==> src/rtl/spi_cmd_pkg.sv <==
package spi_cmd_pkg;

    typedef enum logic [2:0] {
        ST_IDLE,
        ST_CTRL,
        ST_WRITE,
        ST_READ,
        ST_SKIP
    } xfer_state_e;

    typedef enum logic [1:0] {
        BUS_TWO,
        BUS_SPI,
        BUS_THREE,
        BUS_NONE
    } bus_mode_e;

    typedef enum logic [1:0] {
        OP_WRITE,
        OP_READ,
        OP_BAD
    } ctrl_op_e;

    localparam logic [7:0] CODE_CMD_WRITE  = 8'h48;
    localparam logic [7:0] CODE_RD_SHORT   = 8'h80;
    localparam logic [7:0] CODE_RD_LONG    = 8'hC0;
    localparam logic [7:0] CODE_RDX_SHORT  = 8'hA0;
    localparam logic [7:0] CODE_RDX_LONG   = 8'hE0;

endpackage

==> src/rtl/spi_cmd_sync.sv <==
module spi_cmd_sync #(
    parameter int STAGES = 2,
    parameter bit INIT   = 1'b0
) (
    input  logic clk,
    input  logic rst_n,
    input  logic d,
    output logic q
);
    logic [STAGES-1:0] chain_q;

    generate
        if (STAGES == 1) begin : g_one
            always_ff @(posedge clk or negedge rst_n) begin
                if (!rst_n) chain_q <= INIT;
                else        chain_q <= d;
            end
        end else begin : g_many
            always_ff @(posedge clk or negedge rst_n) begin
                if (!rst_n) chain_q <= {STAGES{INIT}};
                else        chain_q <= {chain_q[STAGES-2:0], d};
            end
        end
    endgenerate

    assign q = chain_q[STAGES-1];
endmodule

==> src/rtl/spi_cmd_decode.sv <==
module spi_cmd_decode
    import spi_cmd_pkg::*;
(
    input  logic [7:0] code,
    output ctrl_op_e   op,
    output logic       long_rd,
    output logic       use_aux
);
    always_comb begin
        op      = OP_BAD;
        long_rd = 1'b0;
        use_aux = 1'b0;
        case (code)
            CODE_CMD_WRITE: op = OP_WRITE;
            CODE_RD_SHORT:  op = OP_READ;
            CODE_RD_LONG: begin
                op      = OP_READ;
                long_rd = 1'b1;
            end
            CODE_RDX_SHORT: begin
                op      = OP_READ;
                use_aux = 1'b1;
            end
            CODE_RDX_LONG: begin
                op      = OP_READ;
                long_rd = 1'b1;
                use_aux = 1'b1;
            end
            default: op = OP_BAD;
        endcase
    end
endmodule

==> src/rtl/spi_cmd_slave.sv <==
module spi_cmd_slave
    import spi_cmd_pkg::*;
#(
    parameter int CMD_BYTES   = 8,
    parameter int RESP_BYTES  = 16,
    parameter int SYNC_STAGES = 2
) (
    input  logic                    clk,
    input  logic                    rst_n,
    input  logic                    strap_a,
    input  logic                    strap_b,
    input  logic                    spi_sen,
    input  logic                    spi_sclk,
    input  logic                    spi_sdi,
    input  logic [RESP_BYTES*8-1:0] resp_data,
    output logic                    sdio_out,
    output logic                    sdio_oe,
    output logic                    aux_out,
    output logic                    aux_oe,
    output logic                    cmd_valid,
    output logic [CMD_BYTES*8-1:0]  cmd_data
);
    localparam int CMD_BITS   = CMD_BYTES * 8;
    localparam int RESP_BITS  = RESP_BYTES * 8;
    localparam int MAX_BITS   = (RESP_BITS > CMD_BITS) ? RESP_BITS : CMD_BITS;
    localparam int CW         = $clog2(MAX_BITS + 2);
    localparam int CIW        = $clog2(CMD_BITS);
    localparam int RIW        = $clog2(RESP_BITS);
    localparam logic [CW-1:0] CNT_ONE   = CW'(1);
    localparam logic [CW-1:0] CNT_LAST  = CW'(7);
    localparam logic [CW-1:0] CNT_CMD   = CW'(CMD_BITS);
    localparam logic [CW-1:0] CNT_LONG  = CW'(RESP_BITS);
    localparam logic [CW-1:0] CNT_SHORT = CW'(8);
    localparam logic [2:0]    SYNC_INIT = 3'b100;

    typedef struct packed {
        logic                captured;
        bus_mode_e           bus;
        xfer_state_e         st;
        logic [CW-1:0]       cnt;
        logic [7:0]          ctrl_sh;
        logic                long_rd;
        logic                use_aux;
        logic                sclk_prev;
        logic [CMD_BITS-1:0] cmd_buf;
        logic                out_bit;
        logic                drive;
        logic                cmd_valid;
    } regs_t;

    regs_t q, d;

    // Synchronizers for enable, clock and data (enable idles high)
    logic [2:0] pin_raw;
    logic [2:0] pin_s;
    assign pin_raw = {spi_sen, spi_sclk, spi_sdi};

    generate
        for (genvar g = 0; g < 3; g++) begin : g_sync
            spi_cmd_sync #(
                .STAGES (SYNC_STAGES),
                .INIT   (SYNC_INIT[g])
            ) u_sync (
                .clk   (clk),
                .rst_n (rst_n),
                .d     (pin_raw[g]),
                .q     (pin_s[g])
            );
        end
    endgenerate

    logic sen_s, sclk_s, sdi_s;
    logic sclk_rise, sclk_fall;
    logic spi_active;
    assign sen_s      = pin_s[2];
    assign sclk_s     = pin_s[1];
    assign sdi_s      = pin_s[0];
    assign sclk_rise  = sclk_s & ~q.sclk_prev;
    assign sclk_fall  = ~sclk_s & q.sclk_prev;
    assign spi_active = q.captured && (q.bus == BUS_SPI);

    // Decode of the byte completed by the current rising edge
    ctrl_op_e dec_op;
    logic     dec_long, dec_aux;
    spi_cmd_decode u_decode (
        .code    ({q.ctrl_sh[6:0], sdi_s}),
        .op      (dec_op),
        .long_rd (dec_long),
        .use_aux (dec_aux)
    );

    logic [CIW-1:0] wr_idx;
    logic [RIW-1:0] rd_idx;
    logic [CW-1:0]  rd_len;
    assign wr_idx = {q.cnt[CIW-1:3], ~q.cnt[2:0]};
    assign rd_idx = {q.cnt[RIW-1:3], ~q.cnt[2:0]};
    assign rd_len = q.long_rd ? CNT_LONG : CNT_SHORT;

    always_comb begin
        d           = q;
        d.cmd_valid = 1'b0;
        d.sclk_prev = sclk_s;

        if (!q.captured) begin
            d.captured = 1'b1;
            case ({strap_a, strap_b})
                2'b10:   d.bus = BUS_TWO;
                2'b11:   d.bus = BUS_SPI;
                2'b00:   d.bus = BUS_THREE;
                default: d.bus = BUS_NONE;
            endcase
        end

        if (!spi_active) begin
            d.st    = ST_IDLE;
            d.drive = 1'b0;
        end else if (sen_s) begin
            if (q.st == ST_WRITE && q.cnt == CNT_CMD) begin
                d.cmd_valid = 1'b1;
            end
            d.st    = ST_IDLE;
            d.drive = 1'b0;
        end else begin
            case (q.st)
                ST_IDLE: begin
                    d.st  = ST_CTRL;
                    d.cnt = '0;
                end
                ST_CTRL: begin
                    if (sclk_rise) begin
                        d.ctrl_sh = {q.ctrl_sh[6:0], sdi_s};
                        if (q.cnt == CNT_LAST) begin
                            d.cnt = '0;
                            case (dec_op)
                                OP_WRITE: d.st = ST_WRITE;
                                OP_READ: begin
                                    d.st      = ST_READ;
                                    d.long_rd = dec_long;
                                    d.use_aux = dec_aux;
                                end
                                default: d.st = ST_SKIP;
                            endcase
                        end else begin
                            d.cnt = q.cnt + CNT_ONE;
                        end
                    end
                end
                ST_WRITE: begin
                    if (sclk_rise && q.cnt <= CNT_CMD) begin
                        if (q.cnt < CNT_CMD) begin
                            d.cmd_buf[wr_idx] = sdi_s;
                        end
                        d.cnt = q.cnt + CNT_ONE;
                    end
                end
                ST_READ: begin
                    if (sclk_fall) begin
                        if (q.cnt < rd_len) begin
                            d.out_bit = resp_data[rd_idx];
                            d.drive   = 1'b1;
                            d.cnt     = q.cnt + CNT_ONE;
                        end else begin
                            d.drive = 1'b0;
                        end
                    end
                end
                default: d.drive = 1'b0;
            endcase
        end
    end

    always_ff @(posedge clk or negedge rst_n) begin
        if (!rst_n) q <= '0;
        else        q <= d;
    end

    assign sdio_out  = q.out_bit;
    assign aux_out   = q.out_bit;
    assign sdio_oe   = q.drive & ~q.use_aux;
    assign aux_oe    = q.drive & q.use_aux;
    assign cmd_valid = q.cmd_valid;
    assign cmd_data  = q.cmd_buf;
endmodule

==> config.mk <==
export PLATFORM = sky130hd
export DESIGN_NAME = spi_cmd_slave
export DESIGN_NICKNAME = d
export VERILOG_FILES = /design/src/rtl/spi_cmd_pkg.sv /design/src/rtl/spi_cmd_sync.sv /design/src/rtl/spi_cmd_decode.sv /design/src/rtl/spi_cmd_slave.sv
export SDC_FILE = /design/constraint.sdc
export NUM_CORES = 1
export LEC_CHECK = 0
export BUFFER_PORTS_ARGS = -buffer_cell sky130_fd_sc_hd__clkbuf_2
export CORE_UTILIZATION = 45
export DETAILED_ROUTE_END_ITERATION = 10
export GPL_ROUTABILITY_DRIVEN = 0
export PLACE_DENSITY = 0.76
export SLEW_MARGIN = 25
export SYNTH_ARGS = -nofsm -noshare
export SYNTH_HDL_FRONTEND = slang
export SYNTH_SLANG_ARGS = --single-unit
==> constraint.sdc <==
create_clock -name clk -period 2.57 [get_ports clk]
set_input_delay 0.3855 -clock clk [delete_from_list [all_inputs] [get_ports clk]]
set_output_delay 0.3855 -clock clk [all_outputs]
set_load 0.01 [all_outputs]
== Yosys cells after proc, flatten, opt, wreduce, memory -nomap -nowiden ==
Cells that the tools add are included.
Word-level totals
  register bits: 98
  latch bits: 0
  RAM bits: 0
  bits in read-only memories: 0
  input port bits: 135
  output and inout bits: 69
  word-level logic and storage cells: 104
  memories: 0
Cells by class
  $add $sub $neg: 1
  multipliers: 0
  div/mod/pow operators: 0
  magnitude comparators: 6
  equal/unequal tests: 23
  shift operators: 0
  mux-type cells: 31
  bitwise operators: 9
  reductions and logical operators: 19
Operator list (number)
  bitwise mux 64 bit: 1
  2-to-1 mux 8 bit: 5
  equality test 8 bit (second input constant): 4
  one-hot mux 8 bit (4 select lines): 1
  2-to-1 mux 21 bit: 1
  equality test 8 x 7 -> 1 bit (second input constant): 2
  != test 4 x 3 -> 1 bit (second input constant): 3
  one-hot mux 3 bit (2 select lines): 2
  2-to-1 mux 1 bit: 11
  AND reduction 5 bit: 2
  2-to-1 mux 3 bit: 3
  adder 8 x 1 -> 8 bit (second input constant): 1
  equality test 8 x 3 -> 1 bit (second input constant): 1
  less-or-equal comparator 8 x 7 -> 1 bit (second input constant): 1
  < comparator 7 x 8 -> 1 bit (second input constant): 1
  < comparator 8 x 7 -> 1 bit (second input constant): 1
  < comparator 8 bit: 1
  binary-select mux 1 bit (select 7 bit): 1
  < comparator 6 x 7 -> 1 bit (second input constant): 1
  AND reduction 7 bit: 1
  demux 1 bit (select 6 bit): 1
  equality test 3 x 2 -> 1 bit (second input constant): 2
  greater-or-equal comparator 6 x 1 -> 1 bit (second input constant): 1
  != test 2 bit (second input constant): 3
  other kinds (24): 38

== Logic depth before layout (Yosys ltp) ==
  word-level depth: 10
  gate-level depth with buffers: 11
  mapped depth without buffers: 8

== Modules after synthesis ==
Synthesis repeated with hierarchy kept, for this count alone.
Second synthesis, totals
  cell total of the unflattened synthesis: 596
  area, all modules: 6053.3 um^2
By module, submodules not included
  spi_cmd_slave: times used 1, cells an instance 583, area each 5833.1 um^2, seq. area each 2277.2 um^2
  spi_cmd_sync at g_sync[0].u_sync ...: times used 2, cells an instance 2, area each 50.0 um^2, seq. area each 50.0 um^2
  spi_cmd_decode: times used 1, cells an instance 7, area each 67.6 um^2, seq. area each 0.0 um^2
  spi_cmd_sync at g_sync[2].u_sync: times used 1, cells an instance 2, area each 52.6 um^2, seq. area each 52.6 um^2

== Worst setup path before layout ==
No wires, ideal clock.
  path kind: reg2reg
  start: register q[78] in the netlist's numbering
  end: register q[80] in the netlist's numbering
  setup time: 0.066 ns
  data arrival time: 2.488 ns
  required time: 2.504 ns
  slack: 0.016 ns
  cell stages (with the launch flop): 12
  path buffers: 3
  period minus slack after synthesis: 2.554 ns
  path through: dfrtp_1 -> clkbuf_1 -> inv_1 -> clkbuf_1 -> ha_1 -> nand3_1 -> a21oi_1 -> a21oi_1 -> a2111o_1 -> buf_6 -> or4b_1 -> nand2_1
On the way
  longest elaborated chain between the ends: 4
  elaborated cells on any way between the ends: 14
  classes of those cells: add/sub: 1; order compare: 2; eq/ne: 3; mux: 6; reduce/logical: 2
RTL lines
  from (decl): RTL line spi_cmd_slave.sv:51  | regs_t q, d;
  from (signal assigned): RTL line spi_cmd_slave.sv:173  | if (!rst_n) q <= '0;
  from (signal assigned): RTL line spi_cmd_slave.sv:174  | else q <= d;
  adder 8 x 1 -> 8 bit, or another cell as far along: RTL line spi_cmd_slave.sv:144, spi_cmd_slave.sv:153, spi_cmd_slave.sv:161
  2-to-1 mux 8 bit, or another cell as far along: RTL line spi_cmd_slave.sv:158  | if (q.cnt < rd_len) begin
  2-to-1 mux 8 bit, or another cell as far along: RTL line spi_cmd_slave.sv:157  | if (sclk_fall) begin
  one-hot mux 8 bit (4 select lines) / AND reduction 7 bit (equally long branches)
Parallel ways exist; a longest one is shown, timed or not. The select of a mux whose other input is x is not followed.
A chain may end at the register's enable or synchronous reset.

== Worst setup path after layout ==
  start: register q[81] in the netlist's numbering
  end: register q[83] in the netlist's numbering
The elaborated chain is that of the path after synthesis.

==> key figures <==
Global route
  • Largest net degree at the start of global routing: 66
  • Initial antenna violation count: 1
  • Tot GR Track Use: 25.06%
  • Total congestion overflow: 0
  • Vias in the first global route: 4936
  • First-pass GRT wire length: 25.43 mm

Yosys
  • Share of flip-flops with an asynchronous set or reset: 100.0%
  • Seq/Total Area, Yosys: 41.35%
  • Number of synthesized flops with an enable pin: 0
  • Mapped Cells: 593
  • Synth Warn #: 0
  • Synth Cell Area: 5877 um2
  • Top_reg_cell synth: dfrtp_1
  • Seq cells post-synth: 97
  • Mean post-synth cell area: 9.910 um2
  • Syn Nets: 731
  • Yosys cell types: 56

Floorplan
  • Core Footprint: 12670 um2
  • Die span in x: 116.3 um
  • Chip Height: 116.3 um
  • Io pins: 204
  • Starting Density: 46.38%
  • Die Area: 13520 um2
  • Placement Rows: 41

Power
  • Clock share of power: 42.1%
  • P_int: 2.405 mW
  • Psw: 0.6922 mW
  • Total power: 3.097 mW
  • Power share of the combinational group: 7.9%
  • Pwr Density: 435.4 nW/um2
  • Sw frac: 22.35%
  • Sequential power share: 49.9%
  • VDD IR-drop max: 0.3561 mV
  • Cell leakage power: 3.474 nW

Critical path
  • Crit path capture: q[83]
  • Crit path max-delay cell type: a2111o_1
  • Worst r2r dst: q[83]
  • Critical path origin: q[81]
  • Arr. time, crit path: 2.68 ns
  • FF-to-FF setup slack: 0.12 ns
  • Critical path class: reg2reg
  • Req. time, crit path: 2.80 ns
  • CP max stage delay: 0.45 ns
  • CP Max Fanout: 6
  • Critical path launch point type: flip-flop
  • RR Startpoint: q[81]
  • Worst Reg-to-Reg Cells: 7
  • Crit end category: flip-flop
  • Cells along the critical path: or3_4 -> or3_1 -> a21oi_2 -> a21oi_1 -> a2111o_1 -> or2_4 -> o41ai_2

Clock network
  • Clock latency on the worst-skew pair: 0.34 ns
  • Sink Count: 97
  • CTS max path bufs: 2
  • H-tree depth: 3
  • Cts bufs inserted: 9
  • Clk slew on worst S/H paths: 0.06 ns
  • Root buffer cell: clkbuf_16
  • CTS tree: yes
  • Setup Fix Bufs, Post-CTS: 0

Cells and area
  • Syn-to-layout area delta: 21.03%
  • Final Cell Area: 7113 um2
  • Final net count: 885
  • Util after Layout: 56.14%
  • Share of layout cells above drive strength 1: 47.60%

Placement
  • DP Area: 6802 um2
  • Detailed Place HPWL: 12.54 mm
  • I/O Buffers: 203
  • Pre-CTS setup slack: 0.02679 ns

STA
  • Final slew viol count: 0
  • Min cycle time layout: 2.454 ns
  • Worst-Margin Slew: 0.5703 ns
  • Layout Skew: 0.007919 ns
  • Final setup violation count: 0
  • Max_slew headroom: 61.84%
  • Period Utilization, post-route: 95.48%
  • Peak Freq: 0.4075 GHz
  • Final Hold Viols: 0
  • Fin worst setup slack: 0.1161 ns

Routing
  • DRT Pass-1 Iters: 5
  • DR DRC count: 0
  • First DRT Iteration DRCs: 344
  • DRT Wirelength: 16.88 mm
  • Vias per cell: 5.481
  • Antenna-violating nets left: 0
  • Via count: 5059
  • Routed WL per cell: 18.29 um

Flow run
  • MaxCap Viol Count: 0

Hold path
  • Hold crit path type: in2async

Run status
  • Status: finished clean
-- Yosys cell counts (5+ instances only) --
| library cell | n | area share (%) |
|---|---|---|
| nor3_1 | 18 | 1.5 |
| nand3_1 | 8 | 0.68 |
| nor2b_1 | 13 | 1.4 |
| a21oi_1 | 12 | 1.0 |
| a22oi_1 | 10 | 1.3 |
| mux2_2 | 81 | 16 |
| mux2i_1 | 31 | 5.3 |
| inv_1 | 5 | 0.32 |
| buf_4 | 65 | 8.3 |
| nor4_1 | 5 | 0.53 |
| a31oi_1 | 6 | 0.64 |
| nor2_1 | 25 | 1.6 |
| nand2_1 | 87 | 5.6 |
| o21ai_0 | 25 | 2.1 |
| a221oi_1 | 6 | 0.89 |
| clkbuf_1 | 28 | 1.8 |
| o31ai_1 | 5 | 0.64 |
| dfrtp_1 | 95 | 40 |
| a211oi_1 | 6 | 0.77 |
-- area by class of cell --
type / instances / area, um2
clock buffers: 9 / 225.2
repair buffers: 241 / 1316
multi-input cells: 392 / 2839
fillers: 1134 / 5558
flip-flops and latches: 97 / 2434
clock inverters: 5 / 58.81
diodes: 1 / 2.502
inverters: 6 / 22.52
well taps: 172 / 215.2
-- logic make-up (layout without fill, tap and decap cells) --
| family | after synthesis | count (layout) | share of synthesized area [%] |
|---|---|---|---|
| muxes | 115 | 115 | 21.95 |
| buffers and inverters | 104 | 261 | 10.94 |
| other | 1 | 2 | 0.06381 |
| adders and majority gates | 3 | 3 | 0.6388 |
| DFF | 97 | 97 | 41.35 |
| AOI/OAI and AO/OA | 94 | 94 | 10.99 |
| and+or+nand+nor | 179 | 179 | 14.07 |
-- per-layer routing --
| metal | share of wire, % | track usage (%) | vias to the layer above |
|---|---|---|---|
| met1 | 41 | 30.95 | 2436 |
| met5 | 0 | 0 | - |
| li1 | - | - | 2354 |
| met4 | 2.6 | 10.60 | 0 |
| met2 | 50 | 42.64 | 237 |
| met3 | 6.4 | 5.086 | 32 |
-- cells in the final DEF (no fill, tap or decap), types with 4 or more instances in the layout --
cell	instances
clkbuf_2	202
o21ai_0	23
dfrtp_1	92
inv_1	5
nor2b_1	13
buf_4	38
nand2b_1	4
a31oi_1	6
mux2i_1	31
nor4_1	5
nor2_1	25
nand2_1	87
o31ai_1	4
nor3_1	15
a221o_1	4
a211oi_1	6
clkbuf_16	9
nand3_1	8
a221oi_1	6
mux2_2	81
a22oi_1	10
a21oi_1	12
-- metrics by stage --
step,TNS [ns],std cells,hold slack (ns)
final,0,923,0.03456
after CTS,0,922,0.05215
after floorplan,0,593,0.08991
after global placement,0,908,0.3398
after global routing,-0.003011,923,0.06733
after detailed placement,0,908,0.3393
-- power groups by stage --
| stage | Clock [mW] | Combinational (mW) | Sequential [mW] |
|---|---|---|---|
| global route | 1.38 | 0.275 | 1.55 |
| finish | 1.31 | 0.246 | 1.55 |
| floorplan | 0 | 0.0865 | 1.57 |
| global placement | 0 | 0.242 | 1.57 |
| detailed placement | 0 | 0.247 | 1.57 |
| CTS | 1.32 | 0.249 | 1.55 |
-- how the worst min path moves through the flow --
stage,slack [ns],cells after the start,to
2_1_floorplan,0.09,0,aux_out
3_3_place_gp,0.34,0,g_sync[0].u_sync.chain_q[1]
3_5_place_dp,0.34,0,g_sync[1].u_sync.chain_q[1]
4_1_cts,0.05,1,cmd_data[50]
5_1_grt,0.07,1,cmd_data[50]
6_report,0.03,1,cmd_data[50]
-- timing repair --
action,4_1_cts,5_1_grt
hold buffers,0,0
resized for setup,1,7
endpoints found under the setup margin,1,27
-- state kept, by name (all words and copies together) (netlist names) --
name and flops:
q 25, cmd_valid 1, g_sync.u_sync.chain_q 6, cmd_data 64, aux_out 1
-- critical path: cells and delay by family (launching register included) --
family	cells	cell delay (ns)
flip-flops	1	0.38
AO/OA/AOI/OAI	4	0.92
AND/OR/NAND/NOR	3	1.05
(Power assumes the default switching activity.)
